**config.mk**
```make
export PLATFORM = sky130hd
export DESIGN_NAME = uart_flow_ctl
export DESIGN_NICKNAME = d
export VERILOG_FILES = /design/src/rtl/afc_pkg.sv /design/src/rtl/afc_cts_gate.sv /design/src/rtl/afc_rts_hyst.sv /design/src/rtl/afc_char_match.sv /design/src/rtl/uart_flow_ctl.sv
export SDC_FILE = /design/constraint.sdc
export NUM_CORES = 1
export LEC_CHECK = 0
export BUFFER_PORTS_ARGS = -buffer_cell sky130_fd_sc_hd__buf_2
export CAP_MARGIN = 5
export CORE_UTILIZATION = 41
export CTS_BUF_LIST = sky130_fd_sc_hd__clkbuf_4
export CTS_CLUSTER_DIAMETER = 30
export DETAILED_ROUTE_END_ITERATION = 7
export MAX_ROUTING_LAYER = met4
export PLACE_DENSITY = 0.79
export SETUP_SLACK_MARGIN = 0.02
export SYNTH_ARGS = -nofsm -noshare
export SYNTH_HDL_FRONTEND = slang
export SYNTH_HIERARCHICAL = 1
export SYNTH_SLANG_ARGS = --single-unit
```
**constraint.sdc**
```tcl
create_clock -name clk -period 1.35 [get_ports clk]
set_input_delay 0.2025 -clock clk [delete_from_list [all_inputs] [get_ports clk]]
set_output_delay 0.2025 -clock clk [all_outputs]
set_load 0.01 [all_outputs]
```
**src/rtl/afc_pkg.sv**
```systemverilog
package afc_pkg;
  localparam int unsigned DW = 8;

  typedef struct packed {
    logic          cts_auto;
    logic          rts_auto;
    logic          spc_en;
    logic          enh_unlock;
    logic [3:0]    sw_mode;
  } feat_t;

  // Next request-to-send level (1 = stop the far end) under hysteresis.
  function automatic logic rts_next(input logic [DW-1:0] lvl,
                                    input logic [DW-1:0] hi,
                                    input logic [DW-1:0] lo,
                                    input logic          prev);
    if (lvl > hi)      return 1'b1;
    else if (lvl < lo) return 1'b0;
    else               return prev;
  endfunction

  // Write mask for a register whose enhanced field is [top:bot].
  function automatic logic [DW-1:0] lock_mask(input logic unlock,
                                              input int unsigned top,
                                              input int unsigned bot);
    logic [DW-1:0] m;
    m = '1;
    if (!unlock)
      for (int unsigned i = 0; i < DW; i++)
        if (i >= bot && i <= top) m[i] = 1'b0;
    return m;
  endfunction
endpackage

```
**src/rtl/afc_cts_gate.sv**
```systemverilog
module afc_cts_gate #(
  parameter int unsigned SYNC_STAGES = 2
) (
  input  logic clk,
  input  logic rst_n,
  input  logic enable,
  input  logic cts_n,
  input  logic tx_busy,
  output logic stop_req,
  output logic tx_permit
);
  logic [SYNC_STAGES-1:0] sync_q;

  always_ff @(posedge clk or negedge rst_n) begin
    if (!rst_n) sync_q <= '0;
    else        sync_q <= {sync_q[SYNC_STAGES-2:0], cts_n};
  end

  assign stop_req = enable & sync_q[SYNC_STAGES-1];

  always_ff @(posedge clk or negedge rst_n) begin
    if (!rst_n)        tx_permit <= 1'b1;
    else if (!tx_busy) tx_permit <= ~stop_req;
  end
endmodule

```
**src/rtl/afc_rts_hyst.sv**
```systemverilog
module afc_rts_hyst
  import afc_pkg::*;
(
  input  logic          clk,
  input  logic          rst_n,
  input  logic          enable,
  input  logic [DW-1:0] level,
  input  logic [DW-1:0] thr_hi,
  input  logic [DW-1:0] thr_lo,
  input  logic          manual_rts,
  output logic          rts_n
);
  logic auto_val;
  assign auto_val = rts_next(level, thr_hi, thr_lo, rts_n);

  always_ff @(posedge clk or negedge rst_n) begin
    if (!rst_n) rts_n <= 1'b1;
    else        rts_n <= enable ? auto_val : ~manual_rts;
  end
endmodule

```
**src/rtl/afc_char_match.sv**
```systemverilog
module afc_char_match
  import afc_pkg::*;
(
  input  logic          clk,
  input  logic          rst_n,
  input  logic          enable,
  input  logic          strobe,
  input  logic [DW-1:0] data,
  input  logic [DW-1:0] cmp,
  input  logic          clr,
  output logic          hit,
  output logic          flag
);
  assign hit = enable & strobe & (data == cmp);

  always_ff @(posedge clk or negedge rst_n) begin
    if (!rst_n)   flag <= 1'b0;
    else if (hit) flag <= 1'b1;
    else if (clr) flag <= 1'b0;
  end
endmodule

```
**src/rtl/uart_flow_ctl.sv**
```systemverilog
module uart_flow_ctl
  import afc_pkg::*;
#(
  parameter int unsigned SYNC_STAGES = 2
) (
  input  logic          clk,
  input  logic          rst_n,
  input  logic          feat_wr_en,
  input  logic [DW-1:0] feat_wr_data,
  output logic [DW-1:0] feat_rd_data,
  input  logic          cts_n,
  input  logic          tx_busy,
  output logic          tx_permit,
  input  logic [DW-1:0] rx_level,
  input  logic [DW-1:0] thr_hi,
  input  logic [DW-1:0] thr_lo,
  input  logic          mcr_rts,
  output logic          rts_n,
  input  logic [DW-1:0] xoff2_val,
  input  logic          rx_strobe,
  input  logic [DW-1:0] rx_data,
  input  logic          isr_rd,
  output logic          spc_flag,
  output logic [DW-1:0] ier_wr_mask,
  output logic [DW-1:0] fcr_wr_mask,
  output logic [DW-1:0] mcr_wr_mask
);
  feat_t feat_q;
  logic  cts_stop_req;
  logic  spc_hit;

  always_ff @(posedge clk or negedge rst_n) begin
    if (!rst_n)          feat_q <= '0;
    else if (feat_wr_en) feat_q <= feat_t'(feat_wr_data);
  end

  assign feat_rd_data = feat_q;

  afc_cts_gate #(.SYNC_STAGES(SYNC_STAGES)) u_cts (
    .clk(clk), .rst_n(rst_n), .enable(feat_q.cts_auto), .cts_n(cts_n),
    .tx_busy(tx_busy), .stop_req(cts_stop_req), .tx_permit(tx_permit)
  );

  afc_rts_hyst u_rts (
    .clk(clk), .rst_n(rst_n), .enable(feat_q.rts_auto), .level(rx_level),
    .thr_hi(thr_hi), .thr_lo(thr_lo), .manual_rts(mcr_rts), .rts_n(rts_n)
  );

  afc_char_match u_spc (
    .clk(clk), .rst_n(rst_n), .enable(feat_q.spc_en), .strobe(rx_strobe),
    .data(rx_data), .cmp(xoff2_val), .clr(isr_rd), .hit(spc_hit),
    .flag(spc_flag)
  );

  assign ier_wr_mask = lock_mask(feat_q.enh_unlock, 7, 4);
  assign fcr_wr_mask = lock_mask(feat_q.enh_unlock, 5, 4);
  assign mcr_wr_mask = lock_mask(feat_q.enh_unlock, 7, 5);
endmodule

```
==> impl_metrics.toml, run 1 <==
[power_and_ir_drop]
ir_drop_mv = 0.829
leakage_nw = 0.926
power_mw = 1.09
cellPowerDensity_nw_per_um2 = 725

[setup_path]
crit_buf_inv = 1
start_kind = "register"
worstPathCellList = "buf_2"
critPathRequiredTime_ns = 1.15
arrival_ns = 0.92
critPathMaxStageDelay_ns = 0.53
criticalPathCategory = "reg -> out"
cp-end-kind = "primary output"
worstPathMaxFanout = 2
slowest_stage = "dfstp_2"
cpLargestDelayFamily = "flip-flops"

[synthesis]
synth_top_cells_by_area = "dfrtp_1 (23%), ha_1 (16%), buf_4 (15%)"
synth_compound_area_frac = 0.0970
synth_flop_cell = "dfrtp_1"
synthMuxAreaShare = 0.110
async_flop_share = 1.00
synth_xor_area_frac = 0.0369
synth_cells = 125
ys_seq_area_frac = 0.276
synth_edf_count = 0
syn_area_um2 = 1190
synth_top_area_frac = 0.232
synthTopCellsByCount = "buf_4 (24), inv_1 (21), ha_1 (15)"
synth_area_per_cell_um2 = 9.49
yosysUniqueCellTypes = 29
yosysTopAreaCell = "dfrtp_1"
synth_top_family_by_area = "buffers and inverters"
yosys.area_share.simple = 0.0907
yosys_warnings = 6
synth.most_common_cell = "buf_4"
synthAdderAreaFrac = 0.158
ys_seq_elements = 13

[routing]
drt-wirelength-per-cell_um = 9.14
dr.pass1.iters = 6
vias = 1012
via_per_inst = 4.50
finalWirelength_um = 2060
drc = 0
antenna_left = 0
first_iter_violations = 15

[clock_tree]
tritoncts = "built"
htreeDepth = 1
clockBufferDepth = 2
postCtsSetupBuffers = 0
cts_buffers = 3
clk_latency_ns = 0.27
clock-sinks = 13
cts-root-buf = "clkbuf_4"
clk_pin_slew_ns = 0.08

[cells_and_area]
finalInstanceArea_um2 = 1500
fin_nets = 266
area_growth_pct = 26.6
drive_gt1_frac = 0.469
diodes = 0
n_fill_cell = 264
seqCellArea_um2 = 328
multi_input_area_um2 = 641

[status]
status = "complete, no violations"

[global_routing]
grt-ovfl-total = 0
antenna_found_initial = 0
grt_max_degree = 14
grt_pass1_wl_um = 3360
grt_pass1_vias = 899
grtUsageTotal = 0.138

[floorplan]
core_um2 = 2760
die_y_um = 55.8
rows = 19
dieArea_um2 = 3110
io_pins = 91
initial_utilization = 0.430
die_w_um = 55.8

[place]
place_hpwl_um = 1810
placed_area_um2 = 1460
place.gp.congestion = 0.765
portBuffers = 75

[sta]
period_share = 0.832
maxSlewViolCount = 0
layout_min_cycle_time_ns = 1.12
timing.hold.ws_ns = 0.0381
fmax_ghz = 0.890
finalSetupTns_ns = 0
hold_viol = 0
setup_viol_count_final = 0
skew_ns = 0.00280
rsz0062_at_grt = "false"

[min_path]
hp-class = "in -> reg"

[flow_run]
cap_violations = 0
## cells by family (layout without fill, tap and decap cells)
family,Yosys count,after routing
compound gates,17,17
xor+xnor,5,5
fa+ha+maj,15,15
buf+inv,46,101
flops,13,13
mux,9,9
other cells,1,15
simple gates,19,19
## final timing paths
path / depth (start not counted) / endpoint / startpoint / slack (ns)
min reg2reg: 0 / u_cts/sync_q[1] / u_cts/sync_q[0] / 0.36
min in group asynchronous: 2 / feat_rd_data[0] / rst_n / 0.33
max: 1 / rts_n / u_rts/rts_n / 0.23
min: 1 / u_cts/sync_q[0] / cts_n / 0.04
max reg2reg: 4 / u_spc/flag / feat_rd_data[5] / 0.28
max in group asynchronous: 2 / u_rts/rts_n / rst_n / 0.75
## power by group
group | total, mW | leakage [nW] | switching [mW] | internal [mW]
Clock | 0.254 | 0.0184 | 0.119 | 0.134
Combinational | 0.379 | 0.755 | 0.181 | 0.199
Sequential | 0.455 | 0.152 | 0.0250 | 0.430
Total | 1.09 | 0.926 | 0.325 | 0.763
## registers in the layout, summed over array words and instances, names as in the netlist
register,flops
u_spc/flag,1
u_cts/tx_permit,1
u_cts/sync_q,2
feat_rd_data,8
u_rts/rts_n,1
## placed cells by master (no fill, tap or decap)
master         instances
buf_2                 75
inv_1                 21
conb_1                15
ha_1                  15
dfrtp_1               11
mux2_4                 8
a21oi_1                6
xor2_1                 5
clkbuf_4               4
nor2b_1                4
nand3_1                3
o21ai_0                3
nand2_1                3
dfstp_2                2
a21o_1                 2
a211oi_1               2
nor2_1                 2
dlygate4sd3_1          1
and2_4                 1
mux2i_1                1
nand2b_1               1
or2b_1                 1
o21bai_1               1
nand4_1                1
or3_1                  1
o31ai_1                1
a2111oi_2              1
nor3_1                 1
a222oi_1               1
and4_1                 1
## area by class of cell
class                           instances  share of cell area
Inverter                               21              0.0525
Tap cell                               31              0.0258
Clock buffer                            4              0.0200
Sequential cell                        13               0.218
Multi-Input combinational cell         80               0.427
Timing Repair Buffer                   76               0.257
## routing by layer
| layer | global-route usage | part of all wire |
|---|---|---|
| met1 | 0.163 | 0.41 |
| met3 | 0.0326 | 0.095 |
| met4 | 0.0321 | 0.0078 |
| met5 | - | 0 |
| met2 | 0.239 | 0.48 |
## metrics by stage
| step | std cells | utilization | setup slack (ns) |
|---|---|---|---|
| 5_1_grt | 225 | 0.544 | 0.170 |
| 3_3_place_gp | 220 | 0.530 | 0.0329 |
| 6_report | 225 | 0.544 | 0.226 |
| 2_1_floorplan | 139 | - | 0.176 |
| 4_1_cts | 225 | 0.544 | 0.219 |
| 3_5_place_dp | 220 | 0.530 | -0.00966 |
## repair_timing
action,CTS,global route
gates resized for setup,0,0
hold endpoints to repair,11,0
hold buffers,1,0
(Power assumes the default switching activity.)
==> run 2: changes to the inputs <==
- ABC_AREA: default -> 1
- CORE_UTILIZATION: 41 -> 42
- PLACE_DENSITY: 0.79 -> 0.8
- clock period: 1.35 -> 1.1 ns (I/O delays scaled with it)
==> impl_metrics.toml, run 2 <==
[power_and_ir_drop]
ir_drop_mv = 1.22
power_mw = 1.31
leakage_nw = 1.08
cellPowerDensity_nw_per_um2 = 829

[setup_path]
critPathCapture = "rts_n"
cpLargestDelayFamily = "flip-flops"
critPathRequiredTime_ns = 0.94
cp-end-kind = "primary output"
crit_buf_inv = 1
worstPathMaxFanout = 2
criticalPathCategory = "reg -> out"
r2r_setup_slack_ns = 0.26
slowest_stage = "dfstp_2"
start_kind = "register"
worstPathCellList = "buf_6"
rr_startpoint = "feat_rd_data[5]"
critPathMaxStageDelay_ns = 0.55
r2r_cells = 4
path_depth = 1
timing.rr.end = "u_spc/flag"
arrival_ns = 0.92
startpoint = "u_rts/rts_n"

[place]
dp_slack_ns = -0.107
place_hpwl_um = 1920
place.gp.congestion = 0.765
placed_area_um2 = 1520
portBuffers = 75

[cells_and_area]
diodes = 0
drive_gt1_frac = 0.356
finalInstanceArea_um2 = 1580
largest_reg_flops = 8
final_cell_mix = "buf_2 (73), nand2_1 (64), inv_1 (34)"
fin_nets = 325
area_growth_pct = 27.8
layout_commonest_cell = "buf_2"
fin_util = 0.569
n_fill_cell = 292

[routing]
dr_wl_met3_um = 138
met1Wirelength_um = 986
vias = 1169
highest_layer = "met4"
drc = 0
dr.pass1.iters = 5
drt-wirelength-per-cell_um = 7.96
first_iter_violations = 16
finalWirelength_um = 2260
antenna_left = 0
wl_met2_um = 1130
via_per_inst = 4.12

[clock_tree]
cts_buffers = 3
htreeDepth = 1
clock-sinks = 13
clk_pin_slew_ns = 0.08
clk_latency_ns = 0.27
tritoncts = "built"
clockBufferDepth = 2
cts-root-buf = "clkbuf_4"

[global_routing]
grt_max_degree = 14
antenna_found_initial = 0
grt_pass1_vias = 1034
grtUsageTotal = 0.152
grt-ovfl-total = 0
grt_pass1_wl_um = 3820

[synthesis]
syn_area_um2 = 1240
synth_area_per_cell_um2 = 6.81
yosys_warnings = 6
synth_cells = 182

[sta]
period_share = 0.984
setup_ws_ns = 0.0171
maxSlewViolCount = 0
hold_viol = 0
fmax_ghz = 0.923
rsz0062_at_grt = "true"
layout_min_cycle_time_ns = 1.08
setup_viol_count_final = 0
skew_ns = 0.00139

[min_path]
hp-class = "in -> reg"

[flow_run]
cap_violations = 0

[status]
status = "complete, no violations"

[floorplan]
initial_utilization = 0.445
dieArea_um2 = 3170
core_um2 = 2780
io_pins = 91
die_w_um = 56.3
rows = 19
die_y_um = 56.3
run 2: through the flow:
step | hold slack, ns | cells | setup TNS, ns
floorplan | -0.131 | 196 | 0
global placement | 0.0672 | 278 | -0.0631
detailed placement | 0.0646 | 278 | -0.107
CTS | 0.0764 | 284 | -0.00384
global route | 0.0841 | 284 | -0.0341
finish | 0.0860 | 284 | 0
run 2: cell type report:
| class | count | area (um^2) | share of cell area |
|---|---|---|---|
| clock buffer | 3 | 22.5 | 0.0142 |
| clock inverter | 1 | 5.00 | 0.00316 |
| inverter | 36 | 135 | 0.0854 |
| multi-input combinational | 122 | 637 | 0.402 |
| sequential | 13 | 329 | 0.208 |
| tap | 31 | 38.8 | 0.0245 |
| timing repair buffer | 78 | 415 | 0.262 |
run 2: power by group:
| group | internal (mW) | switching, mW | total, mW |
|---|---|---|---|
| registers | 0.523 | 0.0288 | 0.552 |
| logic | 0.225 | 0.246 | 0.471 |
| clock network | 0.135 | 0.154 | 0.289 |
| total | 0.883 | 0.429 | 1.31 |
run 2: worst min path at each step:
stage | depth (start not counted) | slack, ns | endpoint | start
after global placement | 1 | 0.07 | feat_rd_data[0] | rst_n
after detailed placement | 1 | 0.06 | feat_rd_data[0] | rst_n
after global routing | 3 | 0.08 | feat_rd_data[0] | feat_wr_data[0]
after floorplan | 0 | -0.13 | feat_rd_data[0] | rst_n
after CTS | 3 | 0.08 | feat_rd_data[3] | feat_wr_data[3]
final | 3 | 0.09 | feat_rd_data[3] | feat_wr_data[3]
run 2: timing repair:
item / 4_1_cts / 5_1_grt
hold endpoints to repair: 12 / 0
setup buffers: 0 / 0
gates resized for setup: 3 / 0
hold buffers: 2 / 0
endpoints found under the setup margin: 12 / 12
run 2: metal layers:
layer | GRT usage | up-vias
li1 | - | 643
met1 | 0.164 | 487
met2 | 0.286 | 37
met3 | 0.0369 | 2
met4 | 0.0209 | 0
met5 | - | -
==> run 3: changes to the inputs <==
- CTS_CLUSTER_DIAMETER: 30 -> default
- REMOVE_ABC_BUFFERS: default -> 1
==> impl_metrics.toml, run 3 (same netlist as run 2, synthesis figures left out) <==
[setup_path]
r2r_setup_slack_ns = 0.27
critPathMaxStageDelay_ns = 0.54
worstPathMaxFanout = 2
slowest_stage = "dfstp_2"
crit_buf_inv = 1
criticalPathCategory = "reg -> out"
cp-end-kind = "primary output"
critPathRequiredTime_ns = 0.94
start_kind = "register"
cpLargestDelayFamily = "flip-flops"
arrival_ns = 0.91
rr_startpoint = "feat_rd_data[5]"
worstPathCellList = "buf_6"
r2r_cells = 4
timing.rr.end = "u_spc/flag"

[clock_tree]
clockBufferDepth = 2
htreeDepth = 1
clk_latency_ns = 0.27
clock-sinks = 13
postCtsSetupBuffers = 0
clk_pin_slew_ns = 0.07
cts_buffers = 3
cts-root-buf = "clkbuf_4"
tritoncts = "built"

[power_and_ir_drop]
cellPowerDensity_nw_per_um2 = 839
leakage_nw = 1.08
ir_drop_mv = 0.979

[cells_and_area]
area_growth_pct = 28.0
diodes = 0
finalInstanceArea_um2 = 1590
final_cell_mix = "buf_2 (73), nand2_1 (64), inv_1 (34)"
fin_nets = 325
layout_commonest_cell = "buf_2"
largest_reg_flops = 8
drive_gt1_frac = 0.356

[routing]
drc = 0
vias = 1189
via_per_inst = 4.19
dr.pass1.iters = 4
drt-wirelength-per-cell_um = 7.92
antenna_left = 0
first_iter_violations = 39
finalWirelength_um = 2250

[global_routing]
antenna_found_initial = 0
grt-ovfl-total = 0
grt_pass1_wl_um = 4050
grt_max_degree = 14
grt_pass1_vias = 1060
grtUsageTotal = 0.163

[sta]
fmax_ghz = 0.932
hold_viol = 0
rsz0062_at_grt = "true"
setup_ws_ns = 0.0266
maxSlewViolCount = 0
skew_ns = 0.000377
period_share = 0.976
layout_min_cycle_time_ns = 1.07
setup_viol_count_final = 0

[min_path]
hold_end = "feat_rd_data[3]"
hp-class = "in -> reg"
worstHoldStart = "feat_wr_data[3]"
hold_path_depth = 3

[place]
place.gp.congestion = 0.697
place_hpwl_um = 1950
placed_area_um2 = 1520
dp_slack_ns = -0.114
portBuffers = 75

[floorplan]
core_um2 = 2780
die_y_um = 56.3
initial_utilization = 0.445
die_w_um = 56.3
dieArea_um2 = 3170
rows = 19
io_pins = 91

[status]
status = "complete, no violations"

[flow_run]
cap_violations = 0
## run 3: cell type report
cell class	count	area [um^2]
multi-input combinational	122	637
inverter	36	135
sequential	13	329
clock buffer	4	30.0
fill	285	1200
timing repair buffer	78	415
tap	31	38.8
## run 3: report_power, final
part           switching, mW  internal [mW]  total [mW]
Sequential            0.0302          0.523       0.554
Clock                  0.140          0.165       0.305
Combinational          0.247          0.224       0.471
## run 3: what timing repair did
item	in CTS	in global routing
endpoints found under the hold margin	12	0
resized for setup	3	0
setup endpoints to repair	12	12
hold buffers	2	0
## run 3: per-stage QoR
stage                     hold slack, ns  utilization  instances  setup TNS, ns  total power, mW
after floorplan                   -0.131            -        171        -0.0456            0.801
after global placement            0.0637        0.547        278        -0.0759             1.01
after detailed placement          0.0580        0.547        278         -0.114             1.02
after CTS                         0.0829        0.570        284              0             1.35
after global routing              0.0874        0.570        284       -0.00876             1.45
final                             0.0902        0.570        284              0             1.33
## run 3: worst max path at each step
stage | start | end | slack, ns | depth (start not counted)
after detailed placement | rx_level[7] | u_rts/rts_n | -0.11 | 7
after global routing | u_cts/tx_permit | tx_permit | -0.007 | 1
final | u_rts/rts_n | rts_n | 0.03 | 1
after floorplan | feat_rd_data[4] | feat_rd_data[4] | -0.05 | 2
after global placement | rx_level[7] | u_rts/rts_n | -0.08 | 7
after CTS | u_rts/rts_n | rts_n | 0.01 | 1
## run 3: per-layer routing
metal,global-route usage,vias to the layer above,wire [um]
met1,0.163,493,912
met4,0.0627,0,23
met3,0.0184,4,174
met5,-,-,0
li1,-,642,-
met2,0.320,50,1140
## run 3: worst min-delay path: cells and delay by family
kind / cells / cell delay (ns)
and+or+nand+nor: 2 / 0.09
buffers and inverters: 1 / 0.07
